==> src/rtl/ext_seq_pkg.sv <==
package ext_seq_pkg;
  localparam int DATA_W = 8;
  localparam int WORD_W = 2 * DATA_W;
  localparam int MC_MAX = 3;
  localparam int MC_W   = $clog2(MC_MAX + 1);
  localparam int LEN_W  = 3;
  localparam int TST_W  = 4;

  localparam logic [DATA_W-1:0] OPC_DSUB = 8'h08;
  localparam logic [DATA_W-1:0] OPC_ARHL = 8'h10;
  localparam logic [DATA_W-1:0] OPC_RDEL = 8'h18;
  localparam logic [DATA_W-1:0] OPC_LDHI = 8'h28;
  localparam logic [DATA_W-1:0] OPC_LDSI = 8'h38;
  localparam logic [DATA_W-1:0] OPC_RSTV = 8'hCB;
  localparam logic [DATA_W-1:0] OPC_SHLX = 8'hD9;
  localparam logic [DATA_W-1:0] OPC_JNX5 = 8'hDD;
  localparam logic [DATA_W-1:0] OPC_LHLX = 8'hED;
  localparam logic [DATA_W-1:0] OPC_JX5  = 8'hFD;

  typedef enum logic [3:0] {
    OP_NONE, OP_DSUB, OP_ARHL, OP_RDEL, OP_LDHI, OP_LDSI,
    OP_RSTV, OP_SHLX, OP_LHLX, OP_JX5, OP_JNX5
  } op_e;

  typedef enum logic [1:0] {MC_INT, MC_RD, MC_WR} mc_kind_e;

  typedef enum logic [1:0] {ALU_NONE = 2'd0, ALU_DSUB = 2'd1, ALU_ARHL = 2'd2, ALU_RDEL = 2'd3} alu_op_e;

  typedef struct packed {
    logic                         valid;
    op_e                          op;
    logic                         taken;
    logic [MC_W-1:0]              n_mc;
    mc_kind_e [MC_MAX-1:0]        kind;
    logic [MC_MAX-1:0][LEN_W-1:0] len;
  } plan_t;

  function automatic plan_t mk_plan(op_e op, logic tk, logic [MC_W-1:0] n,
                                    logic [LEN_W-1:0] l0,
                                    mc_kind_e k1, logic [LEN_W-1:0] l1,
                                    mc_kind_e k2, logic [LEN_W-1:0] l2);
    plan_t p;
    p.valid   = 1'b1;
    p.op      = op;
    p.taken   = tk;
    p.n_mc    = n;
    p.kind[0] = MC_INT;
    p.kind[1] = k1;
    p.kind[2] = k2;
    p.len[0]  = l0;
    p.len[1]  = l1;
    p.len[2]  = l2;
    return p;
  endfunction
endpackage

==> src/rtl/ext_seq_decode.sv <==
module ext_seq_decode
  import ext_seq_pkg::*;
(
  input  logic [DATA_W-1:0] opcode_i,
  input  logic              flag_v_i,
  input  logic              flag_x5_i,
  output plan_t             plan_o,
  output logic [TST_W-1:0]  tstates_o
);
  logic jmp_set, jmp_clr;

  assign jmp_set = flag_x5_i;
  assign jmp_clr = ~flag_x5_i;

  always_comb begin
    plan_o = '0;
    case (opcode_i)
      OPC_DSUB: plan_o = mk_plan(OP_DSUB, 1'b0, 2'd3, 3'd4, MC_INT, 3'd3, MC_INT, 3'd3);
      OPC_ARHL: plan_o = mk_plan(OP_ARHL, 1'b0, 2'd3, 3'd4, MC_INT, 3'd2, MC_INT, 3'd1);
      OPC_RDEL: plan_o = mk_plan(OP_RDEL, 1'b0, 2'd3, 3'd4, MC_INT, 3'd3, MC_INT, 3'd3);
      OPC_LDHI: plan_o = mk_plan(OP_LDHI, 1'b0, 2'd3, 3'd4, MC_RD,  3'd3, MC_INT, 3'd3);
      OPC_LDSI: plan_o = mk_plan(OP_LDSI, 1'b0, 2'd3, 3'd4, MC_RD,  3'd3, MC_INT, 3'd3);
      OPC_SHLX: plan_o = mk_plan(OP_SHLX, 1'b0, 2'd3, 3'd4, MC_WR,  3'd3, MC_WR,  3'd3);
      OPC_LHLX: plan_o = mk_plan(OP_LHLX, 1'b0, 2'd3, 3'd4, MC_RD,  3'd3, MC_RD,  3'd3);
      OPC_RSTV: begin
        if (flag_v_i) plan_o = mk_plan(OP_RSTV, 1'b1, 2'd3, 3'd6, MC_WR, 3'd3, MC_WR, 3'd3);
        else          plan_o = mk_plan(OP_RSTV, 1'b0, 2'd1, 3'd6, MC_INT, 3'd0, MC_INT, 3'd0);
      end
      OPC_JX5: begin
        if (jmp_set) plan_o = mk_plan(OP_JX5, 1'b1, 2'd3, 3'd4, MC_RD, 3'd3, MC_RD, 3'd3);
        else         plan_o = mk_plan(OP_JX5, 1'b0, 2'd2, 3'd4, MC_RD, 3'd3, MC_INT, 3'd0);
      end
      OPC_JNX5: begin
        if (jmp_clr) plan_o = mk_plan(OP_JNX5, 1'b1, 2'd3, 3'd4, MC_RD, 3'd3, MC_RD, 3'd3);
        else         plan_o = mk_plan(OP_JNX5, 1'b0, 2'd2, 3'd4, MC_RD, 3'd3, MC_INT, 3'd0);
      end
      default: plan_o = '0;
    endcase
  end

  // total states = sum of the lengths of the cycles in use
  always_comb begin
    tstates_o = '0;
    for (int i = 0; i < MC_MAX; i++) begin
      if (MC_W'(i) < plan_o.n_mc) tstates_o = tstates_o + TST_W'(plan_o.len[i]);
    end
  end
endmodule

==> src/rtl/ext_seq_timer.sv <==
module ext_seq_timer
  import ext_seq_pkg::*;
(
  input  logic                         clk_i,
  input  logic                         rst_ni,
  input  logic                         load_i,
  input  logic [MC_W-1:0]              n_mc_i,
  input  logic [MC_MAX-1:0][LEN_W-1:0] len_i,
  output logic                         active_o,
  output logic [MC_W-1:0]              mc_idx_o,
  output logic [LEN_W-1:0]             tcnt_o,
  output logic                         last_o
);
  logic                active_q;
  logic [MC_W-1:0]     mc_q;
  logic [LEN_W-1:0]    tcnt_q;
  logic [LEN_W-1:0]    cur_len;
  logic                end_mc, last_mc;

  always_comb begin
    cur_len = '0;
    for (int i = 0; i < MC_MAX; i++) begin
      if (mc_q == MC_W'(i)) cur_len = len_i[i];
    end
  end

  assign end_mc  = (tcnt_q == cur_len - LEN_W'(1));
  assign last_mc = (mc_q == n_mc_i - MC_W'(1));

  always_ff @(posedge clk_i or negedge rst_ni) begin
    if (!rst_ni) begin
      active_q <= 1'b0;
      mc_q     <= '0;
      tcnt_q   <= '0;
    end else if (load_i) begin
      active_q <= 1'b1;
      mc_q     <= '0;
      tcnt_q   <= '0;
    end else if (active_q) begin
      if (end_mc) begin
        tcnt_q <= '0;
        if (last_mc) begin
          active_q <= 1'b0;
          mc_q     <= '0;
        end else begin
          mc_q <= mc_q + MC_W'(1);
        end
      end else begin
        tcnt_q <= tcnt_q + LEN_W'(1);
      end
    end
  end

  assign active_o = active_q;
  assign mc_idx_o = mc_q;
  assign tcnt_o   = tcnt_q;
  assign last_o   = active_q && end_mc && last_mc;

  assert_state_in_cycle_R12: assert property (@(posedge clk_i) disable iff (!rst_ni)
    active_q |-> (tcnt_q < cur_len) && (mc_q < n_mc_i));
endmodule

==> src/rtl/ext_seq_bus.sv <==
module ext_seq_bus
  import ext_seq_pkg::*;
(
  input  logic              active_i,
  input  op_e               op_i,
  input  mc_kind_e          kind_i,
  input  logic [MC_W-1:0]   mc_idx_i,
  input  logic [LEN_W-1:0]  tcnt_i,
  input  logic [WORD_W-1:0] pc_i,
  input  logic [WORD_W-1:0] sp_i,
  input  logic [WORD_W-1:0] hl_i,
  input  logic [WORD_W-1:0] de_i,
  output logic [WORD_W-1:0] addr_o,
  output logic              rd_o,
  output logic              wr_o,
  output logic [DATA_W-1:0] wdata_o
);
  logic strobe, second, mem_cyc;

  assign mem_cyc = active_i && (kind_i != MC_INT);
  assign strobe  = mem_cyc && (tcnt_i == LEN_W'(1));
  assign second  = (mc_idx_i == MC_W'(2));
  assign rd_o    = strobe && (kind_i == MC_RD);
  assign wr_o    = strobe && (kind_i == MC_WR);

  always_comb begin
    addr_o  = '0;
    wdata_o = '0;
    if (mem_cyc) begin
      case (op_i)
        OP_LHLX, OP_SHLX: addr_o = second ? de_i + WORD_W'(1) : de_i;
        OP_LDHI, OP_LDSI, OP_JX5, OP_JNX5: addr_o = second ? pc_i + WORD_W'(1) : pc_i;
        OP_RSTV: addr_o = second ? sp_i - WORD_W'(2) : sp_i - WORD_W'(1);
        default: addr_o = '0;
      endcase
      case (op_i)
        OP_SHLX: wdata_o = second ? hl_i[WORD_W-1:DATA_W] : hl_i[DATA_W-1:0];
        OP_RSTV: wdata_o = second ? pc_i[DATA_W-1:0] : pc_i[WORD_W-1:DATA_W];
        default: wdata_o = '0;
      endcase
    end
  end
endmodule

==> src/rtl/ext_opcode_seq.sv <==
module ext_opcode_seq
  import ext_seq_pkg::*;
#(
  parameter logic [15:0] RST_VEC = 16'h0040
) (
  input  logic               clk_i,
  input  logic               rst_ni,
  input  logic               start_i,
  input  logic [DATA_W-1:0]  opcode_i,
  input  logic               flag_v_i,
  input  logic               flag_x5_i,
  input  logic [WORD_W-1:0]  pc_i,
  input  logic [WORD_W-1:0]  sp_i,
  input  logic [WORD_W-1:0]  hl_i,
  input  logic [WORD_W-1:0]  de_i,
  input  logic [DATA_W-1:0]  mem_rdata_i,
  output logic [WORD_W-1:0]  mem_addr_o,
  output logic               mem_rd_o,
  output logic               mem_wr_o,
  output logic [DATA_W-1:0]  mem_wdata_o,
  output logic               busy_o,
  output logic               done_o,
  output logic               unhandled_o,
  output logic [WORD_W-1:0]  pc_o,
  output logic               pc_we_o,
  output logic [WORD_W-1:0]  sp_o,
  output logic               sp_we_o,
  output logic [WORD_W-1:0]  hl_o,
  output logic               hl_we_o,
  output logic [WORD_W-1:0]  de_o,
  output logic               de_we_o,
  output logic               alu_pass_o,
  output logic [1:0]         alu_op_o,
  output logic [TST_W-1:0]   tstates_o,
  output logic [MC_W-1:0]    mcycles_o
);
  plan_t              plan_d, plan_q;
  logic [TST_W-1:0]   tst_d, tst_q;
  logic [WORD_W-1:0]  pc_q, sp_q, hl_q, de_q;
  logic [DATA_W-1:0]  byte_lo_q, byte_hi_q;
  logic               unh_q, accept, load;
  logic               active, last;
  logic [MC_W-1:0]    mc_idx;
  logic [LEN_W-1:0]   tcnt;
  mc_kind_e           cur_kind;
  logic [WORD_W-1:0]  pc_n, sp_n, hl_n, de_n;
  logic               sp_w, hl_w, de_w;
  alu_op_e            alu_n;

  ext_seq_decode u_decode (
    .opcode_i  (opcode_i),
    .flag_v_i  (flag_v_i),
    .flag_x5_i (flag_x5_i),
    .plan_o    (plan_d),
    .tstates_o (tst_d)
  );

  assign accept = start_i && !active;
  assign load   = accept && plan_d.valid;

  always_ff @(posedge clk_i or negedge rst_ni) begin
    if (!rst_ni) begin
      plan_q <= '0;
      tst_q  <= '0;
      pc_q   <= '0;
      sp_q   <= '0;
      hl_q   <= '0;
      de_q   <= '0;
      unh_q  <= 1'b0;
    end else begin
      unh_q <= accept && !plan_d.valid;
      if (load) begin
        plan_q <= plan_d;
        tst_q  <= tst_d;
        pc_q   <= pc_i;
        sp_q   <= sp_i;
        hl_q   <= hl_i;
        de_q   <= de_i;
      end
    end
  end

  ext_seq_timer u_timer (
    .clk_i    (clk_i),
    .rst_ni   (rst_ni),
    .load_i   (load),
    .n_mc_i   (plan_q.n_mc),
    .len_i    (plan_q.len),
    .active_o (active),
    .mc_idx_o (mc_idx),
    .tcnt_o   (tcnt),
    .last_o   (last)
  );

  always_comb begin
    cur_kind = MC_INT;
    for (int i = 0; i < MC_MAX; i++) begin
      if (mc_idx == MC_W'(i)) cur_kind = plan_q.kind[i];
    end
  end

  ext_seq_bus u_bus (
    .active_i (active),
    .op_i     (plan_q.op),
    .kind_i   (cur_kind),
    .mc_idx_i (mc_idx),
    .tcnt_i   (tcnt),
    .pc_i     (pc_q),
    .sp_i     (sp_q),
    .hl_i     (hl_q),
    .de_i     (de_q),
    .addr_o   (mem_addr_o),
    .rd_o     (mem_rd_o),
    .wr_o     (mem_wr_o),
    .wdata_o  (mem_wdata_o)
  );

  // read data lands at the end of the strobe cycle
  always_ff @(posedge clk_i or negedge rst_ni) begin
    if (!rst_ni) begin
      byte_lo_q <= '0;
      byte_hi_q <= '0;
    end else if (mem_rd_o) begin
      if (mc_idx == MC_W'(1)) byte_lo_q <= mem_rdata_i;
      else                    byte_hi_q <= mem_rdata_i;
    end
  end

  always_comb begin
    pc_n  = pc_q;
    sp_n  = sp_q;
    hl_n  = hl_q;
    de_n  = de_q;
    sp_w  = 1'b0;
    hl_w  = 1'b0;
    de_w  = 1'b0;
    alu_n = ALU_NONE;
    case (plan_q.op)
      OP_LHLX: begin
        hl_n = {byte_hi_q, byte_lo_q};
        hl_w = 1'b1;
      end
      OP_LDHI: begin
        de_n = hl_q + {{(WORD_W-DATA_W){1'b0}}, byte_lo_q};
        de_w = 1'b1;
        pc_n = pc_q + WORD_W'(1);
      end
      OP_LDSI: begin
        de_n = sp_q + {{(WORD_W-DATA_W){1'b0}}, byte_lo_q};
        de_w = 1'b1;
        pc_n = pc_q + WORD_W'(1);
      end
      OP_JX5, OP_JNX5: pc_n = plan_q.taken ? {byte_hi_q, byte_lo_q} : pc_q + WORD_W'(2);
      OP_RSTV: begin
        if (plan_q.taken) begin
          pc_n = RST_VEC;
          sp_n = sp_q - WORD_W'(2);
          sp_w = 1'b1;
        end
      end
      OP_DSUB: alu_n = ALU_DSUB;
      OP_ARHL: alu_n = ALU_ARHL;
      OP_RDEL: alu_n = ALU_RDEL;
      default: ;
    endcase
  end

  assign busy_o      = active;
  assign done_o      = last;
  assign unhandled_o = unh_q;
  assign pc_o        = pc_n;
  assign sp_o        = sp_n;
  assign hl_o        = hl_n;
  assign de_o        = de_n;
  assign pc_we_o     = last;
  assign sp_we_o     = last && sp_w;
  assign hl_we_o     = last && hl_w;
  assign de_we_o     = last && de_w;
  assign alu_pass_o  = last && (alu_n != ALU_NONE);
  assign alu_op_o    = alu_pass_o ? alu_n : ALU_NONE;
  assign tstates_o   = tst_q;
  assign mcycles_o   = plan_q.n_mc;

  // independent count of busy cycles, checked against the reported total
  logic [TST_W:0] busy_cnt_q;
  always_ff @(posedge clk_i or negedge rst_ni) begin
    if (!rst_ni)      busy_cnt_q <= '0;
    else if (!busy_o) busy_cnt_q <= '0;
    else              busy_cnt_q <= busy_cnt_q + (TST_W+1)'(1);
  end

  assert_busy_len_R12: assert property (@(posedge clk_i) disable iff (!rst_ni)
    done_o |-> (busy_cnt_q + (TST_W+1)'(1) == {1'b0, tstates_o}));
  assert_done_ends_R12: assert property (@(posedge clk_i) disable iff (!rst_ni)
    done_o |=> !busy_o);
  assert_idle_bus_R13: assert property (@(posedge clk_i) disable iff (!rst_ni)
    !busy_o |-> !mem_rd_o && !mem_wr_o);
  assert_rw_excl_R13: assert property (@(posedge clk_i) disable iff (!rst_ni)
    !(mem_rd_o && mem_wr_o));
  assert_strobe_pulse_R13: assert property (@(posedge clk_i) disable iff (!rst_ni)
    (mem_rd_o || mem_wr_o) |=> !mem_rd_o && !mem_wr_o);
  assert_unh_quiet_R10: assert property (@(posedge clk_i) disable iff (!rst_ni)
    unhandled_o |-> !busy_o && !pc_we_o && !sp_we_o && !hl_we_o && !de_we_o);
  assert_alu_only_done_R9: assert property (@(posedge clk_i) disable iff (!rst_ni)
    alu_pass_o |-> done_o && !mem_rd_o && !mem_wr_o);
endmodule

==> config.mk <==
export PLATFORM = sky130hd
export DESIGN_NAME = ext_opcode_seq
export DESIGN_NICKNAME = d
export VERILOG_FILES = /design/src/rtl/ext_seq_pkg.sv /design/src/rtl/ext_seq_decode.sv /design/src/rtl/ext_seq_timer.sv /design/src/rtl/ext_seq_bus.sv /design/src/rtl/ext_opcode_seq.sv
export SDC_FILE = /design/constraint.sdc
export NUM_CORES = 1
export LEC_CHECK = 0
export BUFFER_PORTS_ARGS = -buffer_cell sky130_fd_sc_hd__buf_4
export CORE_ASPECT_RATIO = 1.2
export CORE_MARGIN = 2
export CORE_UTILIZATION = 60
export CTS_CLUSTER_DIAMETER = 80
export CTS_CLUSTER_SIZE = 40
export DETAILED_ROUTE_END_ITERATION = 7
export PLACE_DENSITY = 0.86
export SLEW_MARGIN = 20
export SYNTH_ARGS = -nofsm -noshare
export SYNTH_HDL_FRONTEND = slang
export SYNTH_SLANG_ARGS = --single-unit
==> constraint.sdc <==
create_clock -name clk_i -period 8.27 [get_ports clk_i]
set_clock_uncertainty 0.05 [all_clocks]
set_input_delay 0.827 -clock clk_i [delete_from_list [all_inputs] [get_ports clk_i]]
set_output_delay 0.827 -clock clk_i [all_outputs]
set_load 0.02 [all_outputs]
# Yosys cells after proc, flatten, opt, wreduce, memory -nomap -nowiden
# Cells that the tools add are included.
dict set report totals {
  regBits 113
  input_bits 85
  output_inout_bits 106
  elab_cells 137
}
dict set report classes {
  add_sub_neg 13
  n_lt_le_gt_ge 3
  n_eq_ne 27
  mux 46
  bitwise_logic 1
  n_reduce_logical 27
}
# cell count
set op_table {}
lappend op_table {{23-bit one-hot mux with 10 select lines} 1}
lappend op_table {{16-bit two-way mux} 9}
lappend op_table {{16-bit one-hot mux with 3 select lines} 2}
lappend op_table {{18-bit two-way mux} 3}
lappend op_table {{8-bit == test, second input constant} 5}
lappend op_table {{16-bit by 1-bit adder with 16-bit output, second input constant} 2}
lappend op_table {{16-bit by 8-bit adder with 16-bit output} 2}
lappend op_table {{16-bit one-hot mux with 2 select lines} 1}
lappend op_table {{8-bit two-way mux} 3}
lappend op_table {{3-bit two-way mux} 7}
lappend op_table {{16-bit by 2-bit adder with 16-bit output, second input constant} 1}
lappend op_table {{4-bit by 3-bit == test with 1-bit output, second input constant} 4}
lappend op_table {{8-bit by 5-bit == test with 1-bit output, second input constant} 2}
lappend op_table {{8-bit by 6-bit == test with 1-bit output, second input constant} 2}
lappend op_table {{2-bit two-way mux} 8}
lappend op_table {{8-bit one-hot mux with 2 select lines} 1}
lappend op_table {{16-bit by 1-bit subtractor with 16-bit output, second input constant} 1}
lappend op_table {{16-bit by 2-bit subtractor with 16-bit output, second input constant} 1}
lappend op_table {{1-bit logical AND} 13}
lappend op_table {{4-bit == test, second input constant} 3}
lappend op_table {{4-bit by 2-bit == test with 1-bit output, second input constant} 2}
lappend op_table {{8-bit by 4-bit == test with 1-bit output, second input constant} 1}
lappend op_table {{1-bit two-way mux} 8}
lappend op_table {{4-bit two-way mux} 2}
lappend op_table {{22 further kinds} 33}

# Depth between registers and ports, before layout
dict set report logic_depth {
  word_depth 10
  mapped_depth 14
  mapped_depth_nobuf 14
}

# Hierarchy
# From an unflattened synthesis, not the netlist that was laid out.
dict set report hier_totals {
  cells_unflattened 1219
  area_unflattened_um2 9515.4
}
# mod n_inst cells_per_inst area_per_inst_um2 seq_area_each_um2
set by_module_without_submodules {}
lappend by_module_without_submodules {ext_opcode_seq 1 809 6678.9 2677.6}
lappend by_module_without_submodules {ext_seq_bus 1 260 1669.1 0.0}
lappend by_module_without_submodules {ext_seq_decode 1 82 588.1 0.0}
lappend by_module_without_submodules {ext_seq_timer 1 68 579.3 150.1}

# Worst setup path after synthesis
# No wires, ideal clock.
dict set report synth_path {
  path_type {reg2out}
  startpoint {register u_timer.mc_q[0] (netlist: u_timer.mc_idx_o[0])}
  endpoint {output alu_op_o[0]}
  arrival_ps 3325
  required_ps 7393
  path_slack_ps 4068
  path_stages_with_launch 14
  path_buffers 3
  path_cell_list {dfrtp_1 > inv_1 > ha_1 > buf_2 > clkbuf_1 > buf_1 > nor2_1 > a21oi_1 > ha_1 > xnor2_1 > xnor2_1 > nor4_4 > nand3_1 > nor4b_1}
}
dict set report synth_between {
  elab_chain_cells 10
  word_cells_on_any_way 13
  classes_between {add/sub (1); eq/ne (4); mux (4); reduce/logical (4)}
}
# item line_no
set synth_rtl {}
lappend synth_rtl {{start, declared} ext_seq_timer.sv:15} ;# logic [MC_W-1:0] mc_q;
lappend synth_rtl {{start signal, assigned} ext_seq_timer.sv:46} ;# mc_q <= mc_q + MC_W'(1);
lappend synth_rtl {{2-bit logical NOT} ext_seq_timer.sv:23} ;# if (mc_q == MC_W'(i)) cur_len = len_i[i];
lappend synth_rtl {{3-bit two-way mux (3 in a row)} ext_seq_timer.sv:23}
lappend synth_rtl {{3-bit by 1-bit subtractor with 3-bit output} ext_seq_timer.sv:27} ;# assign end_mc = (tcnt_q == cur_len - LEN_W'(1));
lappend synth_rtl {{3-bit == test} ext_seq_timer.sv:27}
lappend synth_rtl {{1-bit logical AND} ext_seq_timer.sv:57} ;# assign last_o = active_q && end_mc && last_mc;
lappend synth_rtl {{1-bit logical AND *} ext_seq_timer.sv:57}
lappend synth_rtl {{1-bit logical AND *} ext_opcode_seq.sv:179} ;# assign alu_pass_o = last && (alu_n != ALU_NONE);
lappend synth_rtl {{2-bit two-way mux *} ext_opcode_seq.sv:180} ;# assign alu_op_o = alu_pass_o ? alu_n : ALU_NONE;
lappend synth_rtl {{end, declared} ext_opcode_seq.sv:33} ;# output logic [1:0] alu_op_o,
# Every way passes the cells marked *; elsewhere a longest branch is shown, timed or not.

# Worst setup path after layout
dict set report layout_path {
  startpoint {register plan_q[19] in the netlist's numbering}
  endpoint {output de_o[10]}
}
dict set report layout_between {
  elab_chain_cells 2
  word_cells_on_any_way 3
  classes_between {eq/ne (2); mux (1)}
}
# item line_no
set layout_rtl {}
lappend layout_rtl {{start, declared} ext_opcode_seq.sv:37} ;# plan_t plan_d, plan_q;
lappend layout_rtl {{start signal, assigned} ext_opcode_seq.sv:73} ;# plan_q <= plan_d;
lappend layout_rtl {{4-bit by 3-bit == test with 1-bit output} ext_opcode_seq.sv:138} ;# case (plan_q.op)
lappend layout_rtl {{16-bit one-hot mux with 2 select lines *} ext_opcode_seq.sv:138}
lappend layout_rtl {{end, declared} ext_opcode_seq.sv:30} ;# output logic [WORD_W-1:0] de_o,
# Marked as above.

==> results by group <==
Global routing
  – Initial antenna violation count: 0
  – Pin count of the biggest net entering global routing: 82
  – GRT Overall Usage: a little over a third
  – GRT overflow: 0
  – Number of global-route vias before repair: 8359
  – First-pass GRT wire length: between 40000 and 50000 um

Outcome
  – Status: completed

Finish
  – Fillcell total: between 1k and 1.5k
  – Layout cells sized above 1: roughly a fifth
  – Most frequent cells in the layout: nand2_1, buf_4, dfrtp_1
  – Final Instance Area: roughly 0.010 mm2
  – Syn-to-layout area delta: 17.3%
  – Commonest non-fill, non-tap cell in the layout: nand2_1
  – Antenna fix cells: 0
  – Final core occ: between 70% and 80%
  – Fin nets: roughly 1.4k

Clock tree
  – Post-CTS Resized: 0
  – CTS tree: built
  – Clk_lat worst skew: around 360 ps
  – CTS H-tree depth: 3
  – TritonCTS Sinks: roughly 110
  – CTS Hold Buffers Added: 0
  – Clock Root Buffer: clkbuf_16
  – Total CTS buffers: 9
  – Clock transition at path regs: around 80 ps
  – Post-CTS Setup Inserts: 0
  – CTS max path bufs: 2

Yosys
  – Synth Register Bits: approximately 110
  – Post-synth EDFFs: 0
  – Synth Area per Inst: about 7.7 um2
  – Library cells used by synthesis: 75
  – Mapped Nets: 1246
  – Synthesized instance count: approximately 1.1k
  – Ys Warns: 0
  – Top-area cell type share of the netlist area: 30.4%
  – Area leader, netlist: dfrtp_1
  – Async SR Flop Fraction: 100%
  – Synth top area cells: dfrtp_1, nand2_1, xnor2_1
  – Cell Area, Synth: between 0.008 and 0.009 mm2
  – Sequential share of the synthesized area: 30.4%
  – Ys flop type: dfrtp_1

Pwr
  – Peak VDD IR: ~160 uV
  – Pwr Density: 245 mW/mm2
  – Gate power share: 44.7%
  – Power share of the clock group: between 15 and 20%
  – Psw: roughly 0.0012 W
  – Power Internal: approximately 0.0013 W
  – Leakage power figure: 4.67 nW
  – Sequential power share: 38.4%
  – Switch share: around 46%

Routing
  – Routed via count: 8926
  – Drt first-iter violations: just over 1k
  – Routed wire length: ~28000 um
  – DR WL/cell: 19.9 um
  – Final ANT Viol Nets: 0
  – Vias/cell: around 6.2
  – DR pass1 iterations: 6
  – # DRC: 0

Run
  – Max-cap violation count: 0

Timing
  – Slew @ Worst Pin: just over 1000 ps
  – Fmax: between 150 and 200 MHz
  – Tcrit/Tclk final: between 60% and 70%
  – Setup TNS: 0 ps
  – Final setup vio count: 0
  – RSZ-0062 raised after global routing: false
  – Slew Viols, Final: 0
  – Rel. slew slack: about 31%
  – Tmin final: around 5100 ps
  – Hold Vio Cnt, Final: 0

Die
  – Die Y-Extent: ~140 um
  – Initial core utilization: between 60% and 70%
  – Rows: 48
  – Die W: 114 um
  – I/O pin total: between 150 and 200
  – Core area: ~0.014 mm2
  – Die area: around 0.016 mm2

Setup path
  – Worst setup EP type: output pin
  – CP arrival: 4260 ps
  – Max stage delay on crit path: between 700 and 800 ps
  – Cell-by-cell trace of the critical path: nand4bb_1 > nand2_1 > o21ai_0 > ha_1 > fa_1 > a211oi_1 > o211ai_1 > nand2_1 > a21oi_1 > xor2_1 > o21ai_0 > buf_4
  – Critical path's slowest cell: nand4bb_1
  – CP Class: flop to output pin
  – Crit start category: flop
  – CP delay by family, top: simple AND/OR/NAND/NOR gates
  – Worst Path Max Fanout: 18
  – CP required: 7390 ps
  – Bufs and invs on worst path: 1

Placed design
  – IO buf count: 190
  – Post-DP Area: around 0.01 mm2
  – GP Congestion: 0.989
  – DP Wirelength: 21200 um

Min path
  – Hold Crit Class: input pin to asynchronous set/reset pin
[power groups by stage]
stage          clock network, W  logic [W]  registers, W
2_1_floorplan                 0   0.000864      0.000759
5_1_grt                0.000443    0.00121      0.000975
6_report               0.000423    0.00112      0.000964
4_1_cts                0.000427    0.00111      0.000943
3_5_place_dp                  0    0.00110      0.000950
3_3_place_gp                  0    0.00108      0.000947
[cell usage after synthesis (5+ instances only)]
library cell and n:
a211oi_1 8, a21o_1 5, a21oi_1 41, a222oi_1 6
a22oi_1 10, a31oi_1 9, and3_1 5, and4_1 5
buf_1 5, buf_2 31, buf_4 13, clkbuf_1 37
dfrtp_1 106, ha_1 24, inv_1 17, mux2_2 34
mux2i_1 24, nand2_1 313, nand2b_1 9, nand3_1 36
nand3b_1 7, nand4_1 16, nor2_1 80, nor2b_1 11
nor3_1 13, nor4_1 10, nor4b_1 6, o211ai_1 5
o21ai_0 72, o22a_1 8, o22ai_1 8, o31ai_1 6
or3_1 8, xnor2_1 45, xor2_1 41
[per-layer routing]
metal  part of all wire (%)  vias up  GRT usage [%]  routed length, um
met3                    8.7      115           5.44               2490
met2                     47      523           59.1              13400
met5                      0        -              0                  0
met4                    5.6        0           18.9               1600
li1                       -     4134              -                  -
met1                     38     4154           46.6              11000
[stage by stage]
stage | total power (W) | hold slack [ps] | setup WS [ps] | instances
floorplan | 0.00162 | 376 | 4070 | 1135
global placement | 0.00203 | 397 | 3810 | 1414
detailed placement | 0.00205 | 398 | 3660 | 1414
CTS | 0.00248 | 370 | 3270 | 1429
global route | 0.00263 | 393 | 2980 | 1429
finish | 0.00251 | 344 | 3140 | 1429
[layout make-up]
cell class | count | area, um2 | share of cell area, %
Sequential cell | 106 | 2650 | 25.9
Tap cell | 175 | 219 | 2.14
Inverter | 17 | 63.8 | 0.623
Clock buffer | 9 | 225 | 2.20
Timing Repair Buffer | 197 | 1480 | 14.4
Clock inverter | 6 | 57.6 | 0.562
Multi-Input combinational cell | 919 | 5550 | 54.1
[flip-flops by register name, summed over array words and instances, names as in the netlist]
name and count:
de_q 16, hl_q 16, pc_q 16, sp_q 16, plan_q 13, byte_hi_q 8
byte_lo_q 8, tstates_o 4, u_timer.tcnt_o 3, mcycles_o 2, u_timer.mc_idx_o 2, u_timer.active_o 1
unhandled_o 1
[cell families (layout without fill, tap and decap cells)]
group	count (synthesis)	after routing	share of synthesized area, %
xor gates and xnor gates	86	86	8.62
adders and majority gates	26	26	3.90
and+or+nand+nor	546	546	28.7
buffers and inverters	110	229	6.50
AOI/OAI and AO/OA	203	203	14.7
DFF	106	106	30.4
muxes	58	58	7.13
[worst paths after layout]
path | from | to | slack, ps | cells after the start
max | plan_q[19] | de_o[10] | 3140 | 12
min | rst_ni | tstates_o[1] | 340 | 1
max reg2reg | u_timer.mc_idx_o[0] | u_timer.mc_idx_o[1] | 4760 | 11
min reg2reg | plan_q[2] | plan_q[2] | 420 | 1
max in group asynchronous | rst_ni | de_q[12] | 6540 | 2
min in group clk_i | plan_q[2] | plan_q[2] | 420 | 1
Power figures use the tool's default switching activity.
